`src/rtl/cc_pkg.sv`:
```
// Package cc_pkg
// Shared flag type and reset value for the condition flag keeper.
// Assumes the bit order negative, zero, positive from MSB to LSB.
package cc_pkg;

    typedef struct packed {
        logic neg;
        logic zer;
        logic pos;
    } cc_flags_t;

    localparam int CC_FLAG_W = 3;

    localparam cc_flags_t CC_FLAGS_RESET = '{neg: 1'b0, zer: 1'b1, pos: 1'b0};

endpackage

```
`src/rtl/cc_classify.sv`:
```
// Module cc_classify
// Sorts a two's-complement word into exactly one of three sign classes.
// Assumes DATA_W >= 2. The logic is purely combinational.
module cc_classify
    import cc_pkg::*;
#(
    parameter int DATA_W = 16
) (
    input  logic [DATA_W-1:0] value,
    output cc_flags_t         cls
);

    logic is_neg;
    logic is_zero;

    // Sign bit and all-zero detection.
    always_comb begin
        is_neg  = value[DATA_W-1];
        is_zero = (value == '0);
    end

    // Build the one-hot class from the two detections.
    always_comb begin
        cls.neg = is_neg;
        cls.zer = is_zero;
        cls.pos = !is_neg && !is_zero;
    end

endmodule

```
`src/rtl/cc_flag_store.sv`:
```
// Module cc_flag_store
// Holds the flags and loads a new class when an update is strobed.
// Assumes a synchronous active-low reset that forces the zero class.
module cc_flag_store
    import cc_pkg::*;
(
    input  logic      clk,
    input  logic      rst_n,
    input  logic      load,
    input  cc_flags_t din,
    output cc_flags_t dout
);

    cc_flags_t state_q;

    // Flag register: reset to zero class, load on strobe, otherwise hold.
    always_ff @(posedge clk) begin
        if (!rst_n) begin
            state_q <= CC_FLAGS_RESET;
        end else if (load) begin
            state_q <= din;
        end
    end

    assign dout = state_q;

endmodule

```
`src/rtl/cc_branch_select.sv`:
```
// Module cc_branch_select
// Tests the requested flags against the stored ones and picks the next PC.
// Assumes OFFS_W < DATA_W. The offset is two's complement, counted in words.
module cc_branch_select
    import cc_pkg::*;
#(
    parameter int DATA_W = 16,
    parameter int OFFS_W = 9
) (
    input  logic              req,
    input  logic [2:0]        cond,
    input  cc_flags_t         cur,
    input  logic [OFFS_W-1:0] offs,
    input  logic [DATA_W-1:0] pc_inc,
    output logic [DATA_W-1:0] pc_next,
    output logic              taken
);

    localparam int EXT_W = DATA_W - OFFS_W;

    logic [CC_FLAG_W-1:0] hits;
    logic [DATA_W-1:0]    offs_ext;
    logic [DATA_W-1:0]    target;

    // Per-flag match between the mask and the stored flags.
    for (genvar gi = 0; gi < CC_FLAG_W; gi++) begin : g_hit
        assign hits[gi] = cond[gi] & cur[gi];
    end

    // Branch decision: a request with at least one matching flag.
    always_comb begin
        taken = req && (|hits);
    end

    // Sign extension of the offset and the target sum.
    always_comb begin
        offs_ext = {{EXT_W{offs[OFFS_W-1]}}, offs};
        target   = pc_inc + offs_ext;
    end

    // Next PC selection.
    always_comb begin
        pc_next = taken ? target : pc_inc;
    end

endmodule

```
`src/rtl/cc_branch_unit.sv`:
```
// Module cc_branch_unit
// Top level: keeps the condition flags and resolves conditional branches.
// Assumes instruction decode supplies the strobes and fields. The PC
// register itself lives outside this block.
module cc_branch_unit
    import cc_pkg::*;
#(
    parameter int DATA_W = 16,
    parameter int OFFS_W = 9
) (
    input  logic              clk,
    input  logic              rst_n,
    input  logic              res_valid,
    input  logic [DATA_W-1:0] res_value,
    input  logic              br_req,
    input  logic [2:0]        br_cond,
    input  logic [OFFS_W-1:0] br_offs,
    input  logic [DATA_W-1:0] pc_inc,
    output logic [DATA_W-1:0] pc_next,
    output logic              br_taken,
    output logic [2:0]        flags
);

    cc_flags_t new_cls;
    cc_flags_t cur_flags;

    cc_classify #(.DATA_W(DATA_W)) i_classify (
        .value (res_value),
        .cls   (new_cls)
    );

    cc_flag_store i_store (
        .clk   (clk),
        .rst_n (rst_n),
        .load  (res_valid),
        .din   (new_cls),
        .dout  (cur_flags)
    );

    cc_branch_select #(.DATA_W(DATA_W), .OFFS_W(OFFS_W)) i_select (
        .req     (br_req),
        .cond    (br_cond),
        .cur     (cur_flags),
        .offs    (br_offs),
        .pc_inc  (pc_inc),
        .pc_next (pc_next),
        .taken   (br_taken)
    );

    assign flags = cur_flags;

endmodule

```
`config.mk`:
```
export PLATFORM = sky130hd
export DESIGN_NAME = cc_branch_unit
export DESIGN_NICKNAME = d
export VERILOG_FILES = /design/src/rtl/cc_pkg.sv /design/src/rtl/cc_classify.sv /design/src/rtl/cc_flag_store.sv /design/src/rtl/cc_branch_select.sv /design/src/rtl/cc_branch_unit.sv
export SDC_FILE = /design/constraint.sdc
export NUM_CORES = 1
export LEC_CHECK = 0
export ABC_AREA = 1
export BUFFER_PORTS_ARGS = -buffer_cell sky130_fd_sc_hd__buf_2
export CELL_PAD_IN_SITES_DETAIL_PLACEMENT = 1
export CELL_PAD_IN_SITES_GLOBAL_PLACEMENT = 1
export CORE_AREA = 2 2 71 73
export CTS_CLUSTER_DIAMETER = 80
export DETAILED_ROUTE_END_ITERATION = 8
export DIE_AREA = 0 0 73 75
export GPL_ROUTABILITY_DRIVEN = 0
export PLACE_DENSITY = 0.85
export SETUP_SLACK_MARGIN = 0.4
export SYNTH_ARGS = -nofsm -noshare
export SYNTH_HDL_FRONTEND = slang
export SYNTH_SLANG_ARGS = --single-unit
```
`constraint.sdc`:
```
create_clock -name clk -period 2.1 [get_ports clk]
set_clock_uncertainty 0.2 [all_clocks]
set_input_delay 0.21 -clock clk [delete_from_list [all_inputs] [get_ports clk]]
set_output_delay 0.21 -clock clk [all_outputs]
set_load 0.01 [all_outputs]
```
==> impl_metrics.toml, run 1 <==
[status]
outcome = "finished, violations left"
failed_checks = "setup timing"

[global_route]
grt-ovfl-total = 0
met3_usage_pct = 2.54
gr-usage-met2_pct = 42.4
grt_util_met1_pct = 20.9
track_usage_pct = 20.8
grt-busiest-layer = "met2"
grt_pass1_vias = 2004
grt_pass1_wl_um = 8840
antenna_found_initial = 0
grt_max_degree = 20

[sta]
rsz0062_at_grt = "true"
layout_setup_ws_ns = -0.00577
period_needed_ns = 2.11
setup_tns_ns = -0.00577
fmax_mhz = 475
drv_slew = 0
worstMarginPinSlew_ns = 0.230
finalSetupViolCount = 1
finalHoldViolations = 0
timing.slew.headroom_pct = 84.5
finalCritPeriodShare_pct = 100

[cells_and_area]
antennaDiodeCount = 0
seq_area_um2 = 63.8
stdcell_count = 383
drive_gt1_share_pct = 50.8
syn_to_final_growth_pct = 89.0
fin_nets = 394
final_area_um2 = 2380
multiInputGateArea_um2 = 1430
num-fill-cells = 609
largest_reg_flops = 3

[synthesis]
synthesis.nets = 311
synth.avg_cell_area_um2 = 5.10
synth_seq_area_share_pct = 4.77
synth_cells = 247
yosys_warnings = 0
syn_area_um2 = 1260
ys_types = 24
ys_ff_latch = 3

[placed_design]
port_buffers = 67
dpl.hpwl_um = 3670
dpl_cell_area_um2 = 1680
dp.cells = 366

[clock_tree]
cts.reportedPaths.clkPinSlew_ns = 0.03
clockRootBuffer = "clkbuf_8"
cts_max_path_buffers = 2
cts_hold_buffers = 0
cts.sinks = 3
insertion_delay_ns = 0.22
cts-buffers-inserted = 3
htreeDepth = 1
cts_tree = "done"

[setup_path]
cp_max_fo = 4
crit_required_ns = 1.69
rr_startpoint = "i_store.dout[2]"
worst-setup-path-type = "in -> out"
crit_path_end_kind = "primary output"
arrival_ns = 1.70
startpoint_type = "input pin"
startpoint = "pc_inc[0]"

[pwr]
peakVddDrop_mv = 0.231
leakagePower_uw = 0.00127
power.density_nw_per_um2 = 389

[floorplanning]
num_rows = 25
die-area_um2 = 5480
start_util_pct = 27.0
die_height_um = 75
core-area_um2 = 4660
die_x_um = 73
ios = 68

[route]
drcViolationCount = 0
vias_per_cell = 5.10
first_pass_iters = 4
drt_iter0_markers = 61
wl_per_cell_um = 16.5
num_vias = 1955
wl_um = 6310
antenna_left = 0

[flow_run]
drv_cap = 0

[hold_path]
hold_class = "in -> reg"
hp-start = "rst_n"
[cells by family (layout without fill, tap and decap cells)]
group	Yosys count	after routing	share of synthesized area [%]
AND/OR/NAND/NOR	171	171	58.1
buffers and inverters	40	122	12.4
adder cells (fa/ha/maj)	16	16	16.5
AO/OA/AOI/OAI	12	12	4.77
XOR/XNOR	5	5	3.48
flip-flops	3	3	4.77
[metrics by stage]
step	utilization (%)	hold WS (ns)	setup WS (ns)	power, uW
finish	51.0	0.0150	-0.00577	925
global route	51.0	0.0269	-0.103	997
CTS	45.8	0.00414	0.0530	807
detailed placement	36.0	0.233	-0.0321	504
global placement	36.0	0.228	0.0150	487
floorplan	-	0.0955	0.367	349
[metal layers]
metal	share of wire (%)	routed length, um	vias to the layer above
li1	-	-	933
met1	38	2420	914
met2	53	3320	78
met3	3.8	238	30
met4	5.2	327	0
met5	0	0	-
[area by class of cell]
class                      instances  share of cell area, %
clock buffer                       4                   1.89
multi-input combinational        204                   60.3
inverter                          37                   6.00
timing repair buffer              81                   26.3
sequential                         3                   2.68
tap                               54                   2.84
[path summary, 6_finish.rpt]
check | to | slack [ns] | cells after the start
hold / removal | i_store.dout[1] | 0.02 | 2
setup reg to reg | i_store.dout[2] | 1.25 | 2
hold reg to reg | i_store.dout[0] | 0.28 | 2
setup / recovery | pc_next[6] | -0.006 | 11
[report_power, final]
group | internal, uW | leakage (uW) | switching [uW]
registers | 62.0 | 0.0000255 | 3.56
logic | 320 | 0.00122 | 367
clock network | 130 | 0.0000228 | 42.7
[cells in the final DEF (no fill, tap or decap), drive strengths merged, types with 6 or more instances in the layout]
cell / Yosys / routed
or2: 6 / 6
nor2: 16 / 16
ha: 15 / 15
nand3: 19 / 19
inv: 37 / 36
buf: 3 / 79
a21oi: 8 / 8
nand2: 118 / 118
clkbuf: 0 / 6
[cells in the mapped netlist]
cell type  instances  area, um2
buf_4              1       7.51
buf_2              2       10.0
dfxtp_1            3       60.1
nand4_1            2       12.5
o21ai_0            4       20.0
nor4_1             1       6.26
fa_1               1       20.0
or2_2              1       6.26
or2_1              2       12.5
or2_4              1       8.76
xor2_1             2       17.5
and2_4             1       8.76
nand3b_1           4       30.0
nand3_2            1       10.0
nor3_1             4       20.0
xnor2_1            3       26.3
a21oi_1            8       40.0
or2_0              2       12.5
nor2_1            16       60.1
ha_1              15        188
inv_1             37        139
nand2_1          114        428
nand3_1           18       90.1
nand2_2            4       25.0
[worst max-delay path, stage by stage]
cell      delay [ns]
buf_8           0.10
ha_4            0.16
fa_2            0.34
nand2_2         0.08
nand2_2         0.06
nand3b_1        0.11
nand2_2         0.11
or2_0           0.22
nand3_1         0.12
nand2_2         0.06
buf_6           0.12
[repair_timing]
item | 4_1_cts | 5_1_grt
endpoints found under the hold margin | 0 | 0
setup buffers | 8 | 3
setup endpoints to repair | 17 | 17
cloned | 0 | 2
gates resized for setup | 67 | 43
pin swaps | 25 | 21
No activity file was read; power rests on OpenSTA's default activity.
==> inputs of run 2 (changes only) <==
--- a/config.mk
+++ b/config.mk
@@ -11,10 +11,12 @@
 export CELL_PAD_IN_SITES_GLOBAL_PLACEMENT = 1
 export CORE_AREA = 2 2 71 73
 export CTS_CLUSTER_DIAMETER = 80
+export CTS_CLUSTER_SIZE = 16
 export DETAILED_ROUTE_END_ITERATION = 8
 export DIE_AREA = 0 0 73 75
 export GPL_ROUTABILITY_DRIVEN = 0
 export PLACE_DENSITY = 0.85
+export REMOVE_ABC_BUFFERS = 1
 export SETUP_SLACK_MARGIN = 0.4
 export SYNTH_ARGS = -nofsm -noshare
 export SYNTH_HDL_FRONTEND = slang
==> run 2 against run 1 <==
  * The run ends with hold timing left
  * Maximum frequency rose by 3.6%
  * Global-route usage decreased by 2.6 points
  * Critical path depth did not move
  * Via count fell by 6.9%
  * Register-to-register slack lost 0.08 ns
  * Sequential power is 0.6% lower
  * Worst hold slack got worse by 0.015 ns
  * Sequential share of layout area increased by 0.14 points
  * Routed wire length down 20%
  * Design area is 4.9% lower
  * Highest routed layer unchanged
==> impl_metrics.toml, run 2 (synthesized netlist as in run 1, its figures left out) <==
[placed_design]
port_buffers = 67
dpl.hpwl_um = 3620
dp.cells = 367
pre_cts_slack_ns = -0.0859

[cells_and_area]
final_common_cell = "nand2_1"
num-fill-cells = 635
final_cell_mix = "nand2_1 (80), buf_2 (60), inv_1 (32)"
syn_to_final_growth_pct = 79.7
largest_reg_flops = 3
stdcell_count = 380
drive_gt1_share_pct = 48.8
antennaDiodeCount = 0
fin_nets = 391

[clock_tree]
insertion_delay_ns = 0.22
cts_hold_buffers = 0
cts_tree = "done"
htreeDepth = 1
cts_max_path_buffers = 2
cts.reportedPaths.clkPinSlew_ns = 0.03
cts-buffers-inserted = 3
cts.sinks = 3
clockRootBuffer = "clkbuf_8"

[route]
num_vias = 1820
wl_um = 5040
vias_per_cell = 4.79
first_pass_iters = 4
drcViolationCount = 0
drt_iter0_markers = 46
antenna_left = 0
wl_per_cell_um = 13.3

[global_route]
antenna_found_initial = 0
grt_pass1_wl_um = 7970
grt-ovfl-total = 0
grt_max_degree = 20
grt_pass1_vias = 1882
track_usage_pct = 18.2

[pwr]
peakVddDrop_mv = 0.278
power.density_nw_per_um2 = 380
leakagePower_uw = 0.00123

[sta]
finalSetupViolCount = 0
rsz0062_at_grt = "true"
worstMarginPinSlew_ns = 0.259
drv_slew = 0
fmax_mhz = 492
layout_setup_ws_ns = 0.0676
timing.slew.headroom_pct = 82.6
finalHoldViolations = 1
period_needed_ns = 2.03
hold_ws_ns = -0.000138
finalCritPeriodShare_pct = 96.8

[setup_path]
crit_required_ns = 1.69
cp_max_fo = 4
worst-setup-path-type = "in -> out"
startpoint_type = "input pin"
crit_path_end_kind = "primary output"
arrival_ns = 1.62

[flow_run]
drv_cap = 0

[floorplanning]
die_x_um = 73
num_rows = 25
ios = 68
core-area_um2 = 4660
die-area_um2 = 5480
die_height_um = 75
start_util_pct = 27.0

[status]
outcome = "finished, violations left"
failed_checks = "hold timing"

[hold_path]
hold_class = "in -> reg"
run 2: cell count changes in the layout (fill, tap and decap cells not counted), sizes merged:
cell / before / now
clkbuf: 6 / 4
buf: 79 / 78
run 2: power by group:
group | internal, uW | switching (uW)
logic | 290 | 333
clock network | 130 | 40.7
registers | 62.0 | 3.21
total | 482 | 377
run 2: path summary, 6_finish.rpt:
kind | from | to | slack, ns | cells after the start
max | br_offs[0] | pc_next[6] | 0.07 | 11
min | rst_n | i_store.dout[1] | -0.0001 | 2
max reg2reg | i_store.dout[2] | i_store.dout[2] | 1.17 | 2
min reg2reg | i_store.dout[1] | i_store.dout[1] | 0.28 | 2
run 2: layer usage:
metal  vias up  wire length [um]  GRT usage [%]
met5         -                 0              0
met1       847              2090           21.0
met2        47              2700           35.1
li1        921                 -              -
met3         5               205           2.01
met4         0                38           4.94
run 2: cell type report:
type	count	area, um2	area share [%]
inverter	37	145	6.42
sequential	3	63.8	2.82
timing repair buffer	78	510	22.6
clock buffer	4	45.0	1.99
tap	54	67.6	2.99
multi-input combinational	204	1430	63.2
run 2: worst max-delay path: stages:
cell and delay (ns):
buf_8 0.10, ha_4 0.15, fa_2 0.34, nand2_1 0.07, nand2_1 0.07, nand3b_1 0.12
nand2_2 0.10, or2_0 0.21, nand3_1 0.07, nand2_1 0.04, buf_2 0.13
run 2: per-stage QoR:
step	TNS (ns)	cell area (um2)	power [uW]	hold WS (ns)	utilization, %
after floorplan	0	1240	337	0.0955	-
after global placement	-0.0811	1660	482	0.228	35.6
after detailed placement	-0.284	1660	496	0.225	35.6
after CTS	0	2090	785	0.000692	44.8
after global routing	-0.0583	2260	936	0.00573	48.5
final	0	2260	859	-0.000138	48.5
run 2: timing repair:
item | 4_1_cts | 5_1_grt
pin swaps | 22 | 31
resized for setup | 67 | 41
setup buffers | 6 | 3
endpoints found under the setup margin | 17 | 17
==> inputs of run 3 (changes only) <==
--- a/config.mk
+++ b/config.mk
@@ -15,6 +15,7 @@
 export DETAILED_ROUTE_END_ITERATION = 8
 export DIE_AREA = 0 0 73 75
 export GPL_ROUTABILITY_DRIVEN = 0
+export MAX_ROUTING_LAYER = met4
 export PLACE_DENSITY = 0.85
 export REMOVE_ABC_BUFFERS = 1
 export SETUP_SLACK_MARGIN = 0.4
==> run 3 against run 2 <==
  * The run still ends with hold timing left
  * Critical endpoint unchanged
  * Non-clock buffer count increased by 3
  * Utilization rose by 0.91 points
  * Worst hold slack about the same
  * Sequential power up 0.6%
  * Via count increased by 2.5%
==> impl_metrics.toml, run 3 (synthesized netlist as in run 1, its figures left out) <==
[status]
outcome = "finished, violations left"
failed_checks = "hold timing"

[floorplanning]
die_height_um = 75
die-area_um2 = 5480
die_x_um = 73
num_rows = 25
core-area_um2 = 4660
start_util_pct = 27.0
ios = 68

[cells_and_area]
final_cell_mix = "nand2_1 (80), buf_2 (60), inv_1 (32)"
fin_nets = 394
drive_gt1_share_pct = 49.5
num-fill-cells = 630
final_common_cell = "nand2_1"
antennaDiodeCount = 0
largest_reg_flops = 3
syn_to_final_growth_pct = 83.1
post-route-util_pct = 49.4

[clock_tree]
cts_max_path_buffers = 2
insertion_delay_ns = 0.22
cts-buffers-inserted = 3
cts_tree = "done"
cts_hold_buffers = 0
cts.reportedPaths.clkPinSlew_ns = 0.03
htreeDepth = 1
cts.sinks = 3
clockRootBuffer = "clkbuf_8"

[route]
drt_iter0_markers = 41
first_pass_iters = 4
vias_per_cell = 4.87
antenna_left = 0
num_vias = 1865
wl_per_cell_um = 14.2
drcViolationCount = 0
wl_um = 5440

[pwr]
power.share.combinational_pct = 73.3
power_frac_clock_pct = 19.3
switching_share_pct = 43.9
total_power_uw = 880
pwr-share-seq_pct = 7.5
peakVddDrop_mv = 0.265
leakagePower_uw = 0.00125
p_sw_uw = 386
power.internal_uw = 493
power.density_nw_per_um2 = 382

[setup_path]
startpoint_type = "input pin"
worst-setup-path-type = "in -> out"
arrival_ns = 1.65
cp_max_fo = 4
path_common_cell = "nand2_1"
crit_required_ns = 1.69
critPathMaxStageDelay_ns = 0.34
crit_path_end_kind = "primary output"
cp_num_buf_inv = 2
rr_startpoint = "i_store.dout[2]"
startpoint = "br_offs[0]"
timing.critical_path.cells = "buf_8 > ha_4 > fa_2 > nand2_1 > nand2_1 > nand3b_1 > nand2_2 > or2_0 > nand3_1 > nand2_1 > buf_2"
crit_slowest_cell = "fa_2"
critical-path-top-delay-family = "simple AND/OR/NAND/NOR gates"

[sta]
finalHoldViolations = 1
finalCritPeriodShare_pct = 98.0
drv_slew = 0
timing.slew.headroom_pct = 82.6
hold_ws_ns = -0.0000988
fmax_mhz = 486
period_needed_ns = 2.06
worstMarginPinSlew_ns = 0.259
finalSetupViolCount = 0
rsz0062_at_grt = "true"

[global_route]
grt-ovfl-total = 0
grt_pass1_wl_um = 7970
track_usage_pct = 18.7
grt_pass1_vias = 1880
antenna_found_initial = 0
grt_max_degree = 20

[placed_design]
dpl.hpwl_um = 3620
port_buffers = 67

[hold_path]
hp-start = "rst_n"
hold_class = "in -> reg"

[flow_run]
drv_cap = 0
run 3: cell types whose count changed in the layout (fill, tap and decap cells not counted):
cell,delta
buf_4,+1
buf_6,+1
clkbuf_16,+1
nand2_2,+1
nand2_4,-1
o21ai_1,-1
o21ai_2,+1
run 3: metrics by stage:
step | area, um2 | instances | worst slack (ns) | TNS [ns]
after global placement | 1660 | 367 | -0.0351 | -0.0811
after global routing | 2300 | 383 | -0.0242 | -0.0499
final | 2300 | 383 | 0.0424 | 0
after CTS | 2090 | 377 | 0.0945 | 0
after detailed placement | 1660 | 367 | -0.0859 | -0.284
after floorplan | 1240 | 244 | 0.222 | 0
run 3: repair_timing:
action | 4_1_cts | 5_1_grt
gates resized for setup | 67 | 42
gates cloned | 0 | 1
setup endpoints to repair | 17 | 17
buffers inserted | 6 | 5
pin swaps | 22 | 31
run 3: layer usage:
metal | wire length, um | part of all wire [%] | GRT usage [%]
met1 | 2210 | 41 | 21.1
met2 | 2960 | 54 | 35.1
met3 | 188 | 3.5 | 1.74
met4 | 78 | 1.4 | 4.94
met5 | 0 | 0 | -
run 3: area by class of cell:
| cell class | instances | area, um2 | area share [%] |
|---|---|---|---|
| multi-input cells | 204 | 1430 | 62.0 |
| repair buffers | 81 | 554 | 24.0 |
| inverters | 37 | 145 | 6.30 |
| well taps | 54 | 67.6 | 2.93 |
| flip-flops and latches | 3 | 63.8 | 2.77 |
| clock buffers | 4 | 45.0 | 1.95 |
run 3: worst reg2reg max path, delay by kind of cell, from the launching register on:
kind / cells / cell delay [ns]
and+or+nand+nor: 1 / 0.08
DFF: 1 / 0.32
AOI/OAI and AO/OA: 1 / 0.20
run 3: power by group through the flow:
stage	clock network (uW)	registers [uW]	logic, uW
6_report	169	65.6	645
5_1_grt	182	66.2	705
3_5_place_dp	0	64.8	431
4_1_cts	173	64.5	548
3_3_place_gp	0	64.7	417
2_1_floorplan	0	66.1	271
run 3: path summary, 6_finish.rpt:
| kind | to | slack [ns] | cells past startpoint |
|---|---|---|---|
| setup / recovery | pc_next[6] | 0.04 | 11 |
| setup reg to reg | i_store.dout[2] | 1.17 | 2 |
| hold reg to reg | i_store.dout[0] | 0.30 | 2 |
| hold / removal | i_store.dout[1] | -0.0001 | 2 |
